<file path="config.mk">
export PLATFORM = sky130hd
export DESIGN_NAME = adc_seq_top
export DESIGN_NICKNAME = d
export VERILOG_FILES = /design/src/rtl/adc_seq_pkg.sv /design/src/rtl/adc_trig_det.sv /design/src/rtl/adc_seq_fsm.sv /design/src/rtl/adc_res_bank.sv /design/src/rtl/adc_seq_top.sv
export SDC_FILE = /design/constraint.sdc
export NUM_CORES = 1
export LEC_CHECK = 0
export CAP_MARGIN = 20
export CORE_ASPECT_RATIO = 0.5
export CORE_UTILIZATION = 52
export CTS_BUF_LIST = sky130_fd_sc_hd__clkbuf_4 sky130_fd_sc_hd__clkbuf_8
export DETAILED_ROUTE_END_ITERATION = 8
export DONT_BUFFER_PORTS = 1
export PLACE_DENSITY = 0.67
export SLEW_MARGIN = 20
export SYNTH_ARGS = -nofsm -noshare
export SYNTH_HDL_FRONTEND = slang
export SYNTH_HIERARCHICAL = 1
export SYNTH_SLANG_ARGS = --single-unit
</file>
<file path="constraint.sdc">
create_clock -name clk -period 5.2 [get_ports clk]
set_input_delay 1.04 -clock clk [delete_from_list [all_inputs] [get_ports clk]]
set_output_delay 1.04 -clock clk [all_outputs]
set_load 0.01 [all_outputs]
</file>
<file path="src/rtl/adc_seq_pkg.sv">
package adc_seq_pkg;

  typedef enum logic [1:0] {
    MD_ONE   = 2'd0,
    MD_BURST = 2'd1,
    MD_SWEEP = 2'd2,
    MD_LOOP  = 2'd3
  } mode_e;

  typedef enum logic [1:0] {
    TC_LOW  = 2'd0,
    TC_HIGH = 2'd1,
    TC_FALL = 2'd2,
    TC_RISE = 2'd3
  } tcond_e;

  // packed from MSB: start is bit 10, enable is bit 0
  typedef struct packed {
    logic       start;
    tcond_e     cond;
    logic [1:0] src;
    logic       trig_en;
    logic       fmt;
    logic       diff;
    mode_e      mode;
    logic       en;
  } ctrl_t;

  localparam int CTRL_W = $bits(ctrl_t);
  localparam logic [1:0] SRC_PIN = 2'd0;
  localparam logic [1:0] SRC_PWM = 2'd3;

endpackage

</file>
<file path="src/rtl/adc_trig_det.sv">
module adc_trig_det
  import adc_seq_pkg::*;
#(
  parameter int STAGES = 2
) (
  input  logic       clk,
  input  logic       rst_n,
  input  logic       pin_i,
  input  logic       pwm_i,
  input  logic       arm_i,
  input  logic [1:0] src_i,
  input  tcond_e     cond_i,
  output logic       fire_o
);

  logic [STAGES-1:0] pin_sh;
  logic [STAGES-1:0] pwm_sh;
  logic              sel;
  logic              src_ok;
  logic              prev_q;
  logic              hit;

  always_ff @(posedge clk or negedge rst_n) begin
    if (!rst_n) begin
      pin_sh <= '0;
      pwm_sh <= '0;
      prev_q <= 1'b0;
    end else begin
      pin_sh <= {pin_sh[STAGES-2:0], pin_i};
      pwm_sh <= {pwm_sh[STAGES-2:0], pwm_i};
      prev_q <= sel;
    end
  end

  always_comb begin
    sel    = 1'b0;
    src_ok = 1'b0;
    if (src_i == SRC_PIN) begin
      sel    = pin_sh[STAGES-1];
      src_ok = 1'b1;
    end else if (src_i == SRC_PWM) begin
      sel    = pwm_sh[STAGES-1];
      src_ok = 1'b1;
    end
    unique case (cond_i)
      TC_LOW:  hit = !sel;
      TC_HIGH: hit = sel;
      TC_FALL: hit = !sel && prev_q;
      TC_RISE: hit = sel && !prev_q;
      default: hit = 1'b0;
    endcase
    fire_o = arm_i && src_ok && hit;
  end

endmodule

</file>
<file path="src/rtl/adc_seq_fsm.sv">
module adc_seq_fsm
  import adc_seq_pkg::*;
#(
  parameter  int NCH = 8,
  localparam int CHW = $clog2(NCH)
) (
  input  logic           clk,
  input  logic           rst_n,
  input  logic           start_i,
  input  logic           en_i,
  input  mode_e          mode_i,
  input  logic [NCH-1:0] mask_i,
  input  logic           abort_i,
  input  logic           done_i,
  output logic           busy_o,
  output logic           conv_start_o,
  output logic [CHW-1:0] conv_ch_o,
  output logic           store_o,
  output logic           hw_clr_o,
  output logic           pass_o
);

  logic           busy_q;
  logic           conv_start_q;
  logic [CHW-1:0] cur_q;
  logic [CHW:0]   first;
  logic [CHW:0]   nxt;
  logic           go;
  logic           cont;
  logic           wrap;

  // {found, index} of the lowest set mask bit at or above lo
  function automatic logic [CHW:0] seek(input logic [NCH-1:0] m, input int lo);
    logic [CHW:0] r;
    r = '0;
    for (int i = NCH - 1; i >= 0; i--) begin
      if ((i >= lo) && m[i]) r = {1'b1, CHW'(i)};
    end
    return r;
  endfunction

  always_comb begin
    first    = seek(mask_i, 0);
    nxt      = seek(mask_i, int'(cur_q) + 1);
    go       = !busy_q && start_i && en_i && first[CHW];
    store_o  = busy_q && done_i && !abort_i;
    cont     = ((mode_i == MD_SWEEP) && nxt[CHW]) || ((mode_i == MD_LOOP) && first[CHW]);
    wrap     = (mode_i == MD_LOOP) && !nxt[CHW];
    hw_clr_o = store_o && !cont;
    pass_o   = store_o && (!cont || wrap);
  end

  always_ff @(posedge clk or negedge rst_n) begin
    if (!rst_n) begin
      busy_q       <= 1'b0;
      conv_start_q <= 1'b0;
      cur_q        <= '0;
    end else begin
      conv_start_q <= 1'b0;
      if (abort_i) begin
        busy_q <= 1'b0;
      end else if (go) begin
        busy_q       <= 1'b1;
        cur_q        <= first[CHW-1:0];
        conv_start_q <= 1'b1;
      end else if (store_o) begin
        if (cont) begin
          cur_q        <= nxt[CHW] ? nxt[CHW-1:0] : first[CHW-1:0];
          conv_start_q <= 1'b1;
        end else begin
          busy_q <= 1'b0;
        end
      end
    end
  end

  assign busy_o       = busy_q;
  assign conv_start_o = conv_start_q;
  assign conv_ch_o    = cur_q;


  abort_idle_chk: assert property (@(posedge clk) disable iff (!rst_n)
    abort_i |=> (!busy_q && !conv_start_q));


  single_stop_chk: assert property (@(posedge clk) disable iff (!rst_n)
    (store_o && (mode_i == MD_ONE)) |=> !busy_q);

endmodule

</file>
<file path="src/rtl/adc_res_bank.sv">
module adc_res_bank #(
  parameter  int NCH = 8,
  parameter  int DW  = 12,
  localparam int CHW = $clog2(NCH)
) (
  input  logic                    clk,
  input  logic                    rst_n,
  input  logic                    store_i,
  input  logic [CHW-1:0]          store_ch_i,
  input  logic [DW-1:0]           store_data_i,
  input  logic                    rd_i,
  input  logic [CHW-1:0]          rd_ch_i,
  input  logic [NCH-1:0]          ovr_clr_i,
  output logic [NCH-1:0][DW-1:0]  res_o,
  output logic [NCH-1:0]          valid_o,
  output logic [NCH-1:0]          ovr_o
);

  for (genvar g = 0; g < NCH; g++) begin : g_ch
    logic [DW-1:0] r_q;
    logic          v_q;
    logic          o_q;
    logic          wr_hit;
    logic          rd_hit;

    assign wr_hit = store_i && (store_ch_i == CHW'(g));
    assign rd_hit = rd_i && (rd_ch_i == CHW'(g));

    always_ff @(posedge clk or negedge rst_n) begin
      if (!rst_n) begin
        r_q <= '0;
        v_q <= 1'b0;
        o_q <= 1'b0;
      end else if (wr_hit) begin
        r_q <= store_data_i;
        v_q <= 1'b1;
        if (v_q) o_q <= 1'b1;
      end else begin
        if (rd_hit) v_q <= 1'b0;
        if (ovr_clr_i[g]) o_q <= 1'b0;
      end
    end

    assign res_o[g]   = r_q;
    assign valid_o[g] = v_q;
    assign ovr_o[g]   = o_q;


    ovr_prior_valid_chk: assert property (@(posedge clk) disable iff (!rst_n)
      $rose(o_q) |-> $past(v_q));
  end

endmodule

</file>
<file path="src/rtl/adc_seq_top.sv">
module adc_seq_top
  import adc_seq_pkg::*;
#(
  parameter  int NCH         = 8,
  parameter  int DW          = 12,
  parameter  int AW          = 4,
  parameter  int SYNC_STAGES = 2,
  localparam int CHW         = $clog2(NCH),
  localparam int RW          = (CTRL_W > 2 + 2 * NCH) ? CTRL_W : 2 + 2 * NCH
) (
  input  logic           clk,
  input  logic           rst_n,
  input  logic           reg_wr,
  input  logic           reg_rd,
  input  logic [AW-1:0]  reg_addr,
  input  logic [RW-1:0]  reg_wdata,
  output logic [RW-1:0]  reg_rdata,
  input  logic           trig_pin,
  input  logic           trig_pwm,
  output logic           conv_start,
  output logic [CHW-1:0] conv_ch,
  input  logic           conv_done,
  input  logic [DW-1:0]  conv_data,
  output logic           irq
);

  localparam int ADDR_CTRL = 0;
  localparam int ADDR_MASK = 1;
  localparam int ADDR_STAT = 2;
  localparam int RES_BASE  = NCH;
  localparam int VLD_LSB   = 2;
  localparam int OVR_LSB   = 2 + NCH;

  ctrl_t                 ctrl_q;
  ctrl_t                 wr_ctrl;
  logic [NCH-1:0]        mask_q;
  logic                  cmpl_q;
  logic                  lock_q;
  logic                  start_n;
  logic                  next_en;
  logic                  ctrl_wr;
  logic                  stat_wr;
  logic                  res_hit;
  logic [CHW-1:0]        res_ch;
  logic                  abort;
  logic                  busy;
  logic                  store;
  logic                  hw_clr;
  logic                  pass;
  logic                  trig_fire;
  logic [DW-1:0]         fmt_data;
  logic [NCH-1:0]        ovr_clr;
  logic [NCH-1:0][DW-1:0] res_w;
  logic [NCH-1:0]        valid_w;
  logic [NCH-1:0]        ovr_w;

  assign wr_ctrl = ctrl_t'(reg_wdata[CTRL_W-1:0]);
  assign ctrl_wr = reg_wr && (int'(reg_addr) == ADDR_CTRL);
  assign stat_wr = reg_wr && (int'(reg_addr) == ADDR_STAT);
  assign res_hit = (int'(reg_addr) >= RES_BASE) && (int'(reg_addr) < RES_BASE + NCH);
  assign res_ch  = CHW'(int'(reg_addr) - RES_BASE);
  assign abort   = busy && ctrl_wr && (!wr_ctrl.start || !wr_ctrl.en);
  assign ovr_clr = stat_wr ? reg_wdata[OVR_LSB +: NCH] : '0;
  assign fmt_data = (ctrl_q.diff && ctrl_q.fmt) ? (conv_data ^ {1'b1, {(DW-1){1'b0}}}) : conv_data;

  adc_trig_det #(.STAGES(SYNC_STAGES)) u_trig (
    .clk    (clk),
    .rst_n  (rst_n),
    .pin_i  (trig_pin),
    .pwm_i  (trig_pwm),
    .arm_i  (ctrl_q.en && ctrl_q.trig_en),
    .src_i  (ctrl_q.src),
    .cond_i (ctrl_q.cond),
    .fire_o (trig_fire)
  );

  adc_seq_fsm #(.NCH(NCH)) u_fsm (
    .clk          (clk),
    .rst_n        (rst_n),
    .start_i      (ctrl_q.start),
    .en_i         (ctrl_q.en),
    .mode_i       (ctrl_q.mode),
    .mask_i       (mask_q),
    .abort_i      (abort),
    .done_i       (conv_done),
    .busy_o       (busy),
    .conv_start_o (conv_start),
    .conv_ch_o    (conv_ch),
    .store_o      (store),
    .hw_clr_o     (hw_clr),
    .pass_o       (pass)
  );

  adc_res_bank #(.NCH(NCH), .DW(DW)) u_bank (
    .clk          (clk),
    .rst_n        (rst_n),
    .store_i      (store),
    .store_ch_i   (conv_ch),
    .store_data_i (fmt_data),
    .rd_i         (reg_rd && res_hit),
    .rd_ch_i      (res_ch),
    .ovr_clr_i    (ovr_clr),
    .res_o        (res_w),
    .valid_o      (valid_w),
    .ovr_o        (ovr_w)
  );

  // start bit: hardware clear and the lockout cycle outrank any set request
  always_comb begin
    start_n = ctrl_q.start;
    if (hw_clr) start_n = 1'b0;
    if (ctrl_wr) start_n = wr_ctrl.start && !lock_q && !hw_clr;
    else if (trig_fire && !lock_q && !hw_clr) start_n = 1'b1;
    next_en = ctrl_wr ? wr_ctrl.en : ctrl_q.en;
    if (!next_en) start_n = 1'b0;
  end

  always_ff @(posedge clk or negedge rst_n) begin
    if (!rst_n) begin
      ctrl_q <= '0;
      mask_q <= '0;
      cmpl_q <= 1'b0;
      lock_q <= 1'b0;
    end else begin
      if (ctrl_wr) ctrl_q <= wr_ctrl;
      ctrl_q.start <= start_n;
      if (reg_wr && (int'(reg_addr) == ADDR_MASK)) mask_q <= reg_wdata[NCH-1:0];
      if (pass) cmpl_q <= 1'b1;
      else if (stat_wr && reg_wdata[1]) cmpl_q <= 1'b0;
      lock_q <= hw_clr;
    end
  end

  always_comb begin
    reg_rdata = '0;
    if (int'(reg_addr) == ADDR_CTRL) begin
      reg_rdata[CTRL_W-1:0] = ctrl_q;
    end else if (int'(reg_addr) == ADDR_MASK) begin
      reg_rdata[NCH-1:0] = mask_q;
    end else if (int'(reg_addr) == ADDR_STAT) begin
      reg_rdata[0]                = busy;
      reg_rdata[1]                = cmpl_q;
      reg_rdata[VLD_LSB +: NCH]   = valid_w;
      reg_rdata[OVR_LSB +: NCH]   = ovr_w;
    end else if (res_hit) begin
      reg_rdata[DW-1:0] = res_w[res_ch];
    end
  end

  assign irq = cmpl_q;


  off_idle_chk: assert property (@(posedge clk) disable iff (!rst_n)
    !ctrl_q.en |-> !busy);


  lockout_chk: assert property (@(posedge clk) disable iff (!rst_n)
    lock_q |-> !ctrl_q.start);

endmodule

</file>
==> impl_metrics.json, run 1 <==
{
  "status": "finished clean",
  "syn_avg_cell_area_um2": 13.20,
  "drt-pass1-iter-count": 5,
  "clk_pin_slew_ps": 80,
  "track_usage_pct": 23.96,
  "setup_tns_ps": 0,
  "dr.first_iter.drc_count": 320,
  "grt_pass1_wl_mm": 25.92,
  "ys_ff_latch": 143,
  "synth_top_family_by_area": "multiplexers",
  "fp.dieH_um": 86.47,
  "syn-instance-count": 562,
  "max_freq_mhz": 308.2,
  "synthAdderAreaFrac_pct": 0.8430,
  "clk_latency_ps": 450,
  "h-tree-depth": 4,
  "synthMuxAreaShare_pct": 27.55,
  "p_total_mw": 2.928,
  "hold_class": "in2async",
  "synth_xor_area_share_pct": 0.2360,
  "yosys.area.top_type_share_pct": 48.22,
  "vdd_drop_max_mv": 0.1862,
  "drive_above_1_share_pct": 32.12,
  "synthFlopType": "dfrtp_1",
  "fp-row-count": 30,
  "cp-end-kind": "output pin",
  "gp_congestion": 0.8282,
  "cp.arrival_ps": 2200,
  "area_growth_pct": 3.945,
  "vias": 4464,
  "antenna_found_initial": 0,
  "post_cts_buffers": 0,
  "grt_overflow": 0,
  "synth_area_um2": 7421,
  "wl_per_cell_um": 21.92,
  "ys_seq_area_share_pct": 48.22,
  "cts_resized": 0,
  "finClkSkew_ps": 10.62,
  "async_flop_share_pct": 100.0,
  "grt_pass1_vias": 4459,
  "routed_wirelength_mm": 16.22,
  "dieArea_um2": 14780,
  "initial_utilization_pct": 54.02,
  "slew_viol_final": 0,
  "pin_count": 64,
  "synth_top_area_cell": "dfrtp_1",
  "tritoncts": "done",
  "drtAntennaViolNets": 0,
  "critPathLaunchType": "input pin",
  "yosysWarnings": 6,
  "synth_edf_count": 0,
  "p_leak_nw": 3.617,
  "cts_buffer_depth": 2,
  "multiInputGateArea_um2": 3456,
  "nNetsFinal": 582,
  "period_needed_ps": 3245,
  "port_buffers": 0,
  "avgViaCountPerCell": 6.032,
  "crit_type": "in2out",
  "setup_viol": 0,
  "hpwl_mm": 10.64,
  "synth_simple_gate_area_share_pct": 10.15,
  "max_cap_violations": 0,
  "grt_max_degree": 144,
  "synth_fp_nets": 608,
  "cts_sinks": 143,
  "netlist-cell-type-count": 65,
  "rsz0062_at_grt": "false",
  "worst-path-max-fanout": 50,
  "relSlewSlack_pct": 31.16,
  "numCtsBuffers": 17,
  "synth_area_leaders": "dfrtp_1, mux2_2, mux4_2, mux2_4, mux2_1",
  "ctsHoldBuffers": 0,
  "fillers": 1160,
  "final-seq-area_um2": 3578,
  "p_per_area_nw_per_um2": 379.6,
  "worstMarginPinSlew_ps": 1028,
  "die_x_um": 170.9,
  "synth-compound-area-share_pct": 7.790,
  "cts-root-buf": "clkbuf_8",
  "cp.required_ps": 4160,
  "coreArea_um2": 13740,
  "drc": 0,
  "final.period_utilization_pct": 62.40,
  "hold_viol_final": 0,
  "diodes": 0
}
[path summary, 6_finish.rpt]
check | startpoint | endpoint | slack [ps] | cells past startpoint
max | reg_addr[0] | reg_rdata[6] | 1960 | 3
min | rst_n | u_bank/g_ch[6].r_q[7]$_DFFE_PN0P_ | 280 | 0
max reg2reg | u_fsm/conv_ch_o[1]$_DFFE_PN0P_ | ctrl_q[10]$_DFFE_PN0P_ | 2000 | 8
min reg2reg | u_trig/pin_sh[0]$_DFF_PN0_ | u_trig/pin_sh[1]$_DFF_PN0_ | 350 | 0
max in group asynchronous | rst_n | u_fsm/conv_start_o$_DFF_PN0_ | 4700 | 0
min in group clk | u_trig/pin_sh[0]$_DFF_PN0_ | u_trig/pin_sh[1]$_DFF_PN0_ | 350 | 0
[critical path, stage by stage]
cell and delay [ps]:
nor2b_1 460, a2bb2oi_1 270, o211ai_1 420
[area by class of cell]
| type | count | share of cell area [%] |
|---|---|---|
| repair buffers | 2 | 0.1946 |
| multi-input cells | 362 | 44.80 |
| flip-flops and latches | 143 | 46.39 |
| inverters | 10 | 0.4866 |
| clock buffers | 19 | 3.228 |
| clock inverters | 12 | 1.784 |
| well taps | 192 | 3.114 |
[metal layers]
metal  up-vias  wire length (µm)  track usage (%)
met1      2351              7785            34.48
met2        90              7296            35.36
met3        14               965            6.712
li1       2009                 -                -
met4         0               175            7.305
met5         -                 0                0
[stage by stage]
step | setup WS, ps | cell area [µm²] | util [%] | hold slack (ps) | std cells
2_1_floorplan | 1768 | 7421 | - | 331.2 | 562
3_3_place_gp | 1681 | 7327 | 53.33 | 335.7 | 709
3_5_place_dp | 1629 | 7327 | 53.33 | 336.5 | 709
4_1_cts | 1951 | 7714 | 56.15 | 255.9 | 740
5_1_grt | 1812 | 7714 | 56.15 | 243.5 | 740
6_report | 1955 | 7714 | 56.15 | 279.7 | 740
[registers in the layout (all words and copies together) (netlist names)]
signal and cells:
u_trig/pin_sh 2, u_bank/g_ch.v_q 8, irq 1, u_bank/g_ch.r_q 96, u_fsm/busy_o 1, u_fsm/conv_ch_o 3, ctrl_q 11, lock_q 1
u_trig/pwm_sh 2, mask_q 8, u_bank/g_ch.o_q 8, u_trig/prev_q 1, u_fsm/conv_start_o 1
[logic make-up after synthesis]
kind of cell,Yosys count
adders and majority gates,5
DFF,143
xor gates and xnor gates,2
AOI/OAI and AO/OA,86
and+or+nand+nor,114
muxes,155
buffers and inverters,57
[cell usage after synthesis, drive strengths merged, types with 4 or more instances]
| master | number |
|---|---|
| dfrtp | 143 |
| mux2 | 122 |
| buf | 44 |
| nand2 | 32 |
| a21oi | 21 |
| mux4 | 20 |
| and2 | 16 |
| nand3 | 16 |
| o21ai | 15 |
| mux2i | 13 |
| inv | 10 |
| nor2b | 10 |
| a2bb2oi | 8 |
| o211ai | 8 |
| o22ai | 8 |
| nor2 | 7 |
| ha | 5 |
| nand2b | 5 |
| a31oi | 4 |
| o31ai | 4 |
[placed cells by master (no fill, tap or decap), types with 3 or more instances in the layout]
| cell type | n |
|---|---|
| o211ai_1 | 8 |
| inv_1 | 10 |
| mux2_2 | 78 |
| nor2_1 | 7 |
| mux2i_1 | 13 |
| nand3_1 | 13 |
| a41oi_1 | 3 |
| and4bb_4 | 3 |
| mux2_4 | 24 |
| a21oi_1 | 21 |
| nand2_1 | 32 |
| nand2b_1 | 5 |
| mux2_1 | 20 |
| a31oi_1 | 4 |
| o31ai_1 | 4 |
| ha_1 | 5 |
| dfrtp_1 | 143 |
| and2_1 | 16 |
| nor2b_1 | 8 |
| clkinv_4 | 4 |
| clkbuf_8 | 17 |
| o22ai_1 | 7 |
| o21ai_0 | 15 |
| nand3_4 | 3 |
| nand4b_1 | 3 |
| a2bb2oi_1 | 8 |
| mux4_2 | 20 |
[where the power goes]
part / internal (mW) / switching [mW] / total, mW
sequential: 1.27 / 0.194 / 1.46
combinational: 0.336 / 0.259 / 0.595
clock: 0.437 / 0.434 / 0.872
total: 2.04 / 0.887 / 2.93
Note: power is estimated with default switching activity, not from simulation.
==> run 2, diff against run 1 <==
Clock period 5.2 ns to 3.1 ns, I/O delays scaled along.
==> run 2 against run 1 <==
  * Cell area grew 1.2%
  * Critical endpoint is now ctrl_q[10]$_DFFE_PN0P_
  * Cell count grew 0.95%
  * Via count grew 1.4%
  * Worst hold slack lost 410 ps
  * Routed wire length grew 1.8%
  * Flip-flop and latch count is the same
  * Clock skew shrank 3.7 ps
  * Register-to-register slack lost 1600 ps
  * Die area is the same
  * The flow now finishes with violations (negative hold slack)
==> impl_metrics.json, run 2 (synthesis gave the netlist of run 1 again) <==
{
  "cp.arrival_ps": 3000,
  "drive_above_1_share_pct": 32.97,
  "clk_latency_ps": 430,
  "max_freq_mhz": 374.3,
  "p_per_area_nw_per_um2": 654.8,
  "cts_resized": 0,
  "crit_family": "simple AND/OR/NAND/NOR gates",
  "fp-row-count": 30,
  "wl_per_cell_um": 22.12,
  "h-tree-depth": 4,
  "dieArea_um2": 14780,
  "grt_overflow": 0,
  "gp_congestion": 0.8400,
  "grt_pass1_vias": 4582,
  "clk_pin_slew_ps": 90,
  "max_cap_violations": 0,
  "worst-path-max-fanout": 7,
  "fp.dieH_um": 86.47,
  "largest_registers": "u_bank/g_ch.r_q: 96 flops, ctrl_q: 11 flops",
  "nNetsFinal": 588,
  "critPathLaunchType": "flip-flop",
  "diodes": 0,
  "worstMarginPinSlew_ps": 668.6,
  "final_cell_mix": "dfrtp_1, mux2_2, nand2_1, mux2_4, a21oi_1",
  "routed_wirelength_mm": 16.52,
  "coreArea_um2": 13740,
  "reg2regPathDepth": 8,
  "dr.first_iter.drc_count": 351,
  "setup_viol": 0,
  "fillers": 1146,
  "final.period_utilization_pct": 86.18,
  "cp.required_ps": 3430,
  "crit_path_max_incr_delay_ps": 500,
  "final_common_cell": "dfrtp_1",
  "cp_num_buf_inv": 1,
  "cts_buffer_depth": 2,
  "drt-pass1-iter-count": 5,
  "hold_viol_final": 143,
  "setup_tns_ps": 0,
  "cpMaxStageDelayCell": "dfrtp_1",
  "vias": 4526,
  "vdd_drop_max_mv": 0.3052,
  "rsz0062_at_grt": "false",
  "cp-end-kind": "flip-flop",
  "startpoint": "u_fsm/conv_ch_o[1]$_DFFE_PN0P_",
  "crit_type": "reg2reg",
  "numCtsBuffers": 17,
  "drc": 0,
  "cpMostUsedCell": "a21oi_1",
  "cp_num_cells": 8,
  "period_needed_ps": 2672,
  "grt_max_degree": 144,
  "die_x_um": 170.9,
  "port_buffers": 0,
  "antenna_found_initial": 0,
  "finClkSkew_ps": 6.937,
  "drtAntennaViolNets": 0,
  "worstPathCellList": "inv_1, ha_1, or2b_2, o311a_1, or3_4, or3_2, a21oi_1, a21oi_1",
  "area_growth_pct": 5.176,
  "hold_class": "in2async",
  "avgViaCountPerCell": 6.059,
  "cts-root-buf": "clkbuf_8",
  "hpwl_mm": 10.83,
  "cts_sinks": 143,
  "p_total_mw": 5.111,
  "track_usage_pct": 24.09,
  "initial_utilization_pct": 54.02,
  "r2r_end": "ctrl_q[10]$_DFFE_PN0P_",
  "r2r_slack_ps": 430,
  "post_cts_buffers": 0,
  "grt_pass1_wl_mm": 26.13,
  "largest_reg_flops": 96,
  "violations": "negative hold slack",
  "holdWs_ps": -127.5,
  "relSlewSlack_pct": 55.10,
  "pin_count": 64,
  "status": "finished, violations left",
  "max_flop_register": "u_bank/g_ch.r_q",
  "r2r_start": "u_fsm/conv_ch_o[1]$_DFFE_PN0P_",
  "slew_viol_final": 0,
  "p_leak_nw": 3.672,
  "tritoncts": "done"
}
==> run 2: cell types whose count changed in the layout (fill, tap and decap cells not counted) <==
cell        previous run  this run
buf_4                  2         8
inv_8                  0         2
bufinv_16              2         3
clkbuf_4               2         1
clkbuf_8              17        18
clkinv_2               2         1
clkinv_4               4         3
clkinvlp_4             2         1
inv_6                  2         3
==> run 2: worst max path at each step <==
stage | endpoint | slack [ps]
after floorplan | u_bank/g_ch[3].r_q[10]$_DFFE_PN0P_ | 90
after global placement | u_bank/g_ch[0].r_q[4]$_DFFE_PN0P_ | 460
after detailed placement | u_bank/g_ch[0].r_q[9]$_DFFE_PN0P_ | 420
after CTS | ctrl_q[10]$_DFFE_PN0P_ | 420
after global routing | ctrl_q[10]$_DFFE_PN0P_ | 290
final | ctrl_q[10]$_DFFE_PN0P_ | 430
==> run 2: through the flow <==
| stage | area, µm² | instances | worst slack, ps | util [%] |
|---|---|---|---|---|
| 4_1_cts | 7805 | 747 | 424.7 | 56.81 |
| 3_3_place_gp | 7372 | 715 | 457.6 | 53.66 |
| 6_report | 7805 | 747 | 428.5 | 56.81 |
| 2_1_floorplan | 7421 | 562 | 87.80 | - |
| 3_5_place_dp | 7372 | 715 | 416.5 | 53.66 |
| 5_1_grt | 7805 | 747 | 285.7 | 56.81 |
==> run 2: per-layer routing <==
layer  wire [µm]  global-route usage [%]
met5           0                       0
met4         223                   7.792
met3         781                   5.708
met2        7478                   35.88
met1        8039                   34.87
==> run 2: layout make-up <==
cell class	count	area [µm²]	share of cell area, %
inverter	10	37.54	0.4809
tap	192	240.2	3.078
clock inverter	13	177.7	2.276
multi-input combinational	362	3456	44.28
sequential	143	3578	45.85
timing repair buffer	8	60.06	0.7695
clock buffer	19	255.2	3.270
==> run 2: power breakdown <==
group	switching [mW]	leakage (nW)	internal [mW]	total, mW
logic	0.544	1.53	0.585	1.13
registers	0.234	1.92	2.13	2.36
clock network	0.774	0.219	0.848	1.62
total	1.55	3.67	3.56	5.11
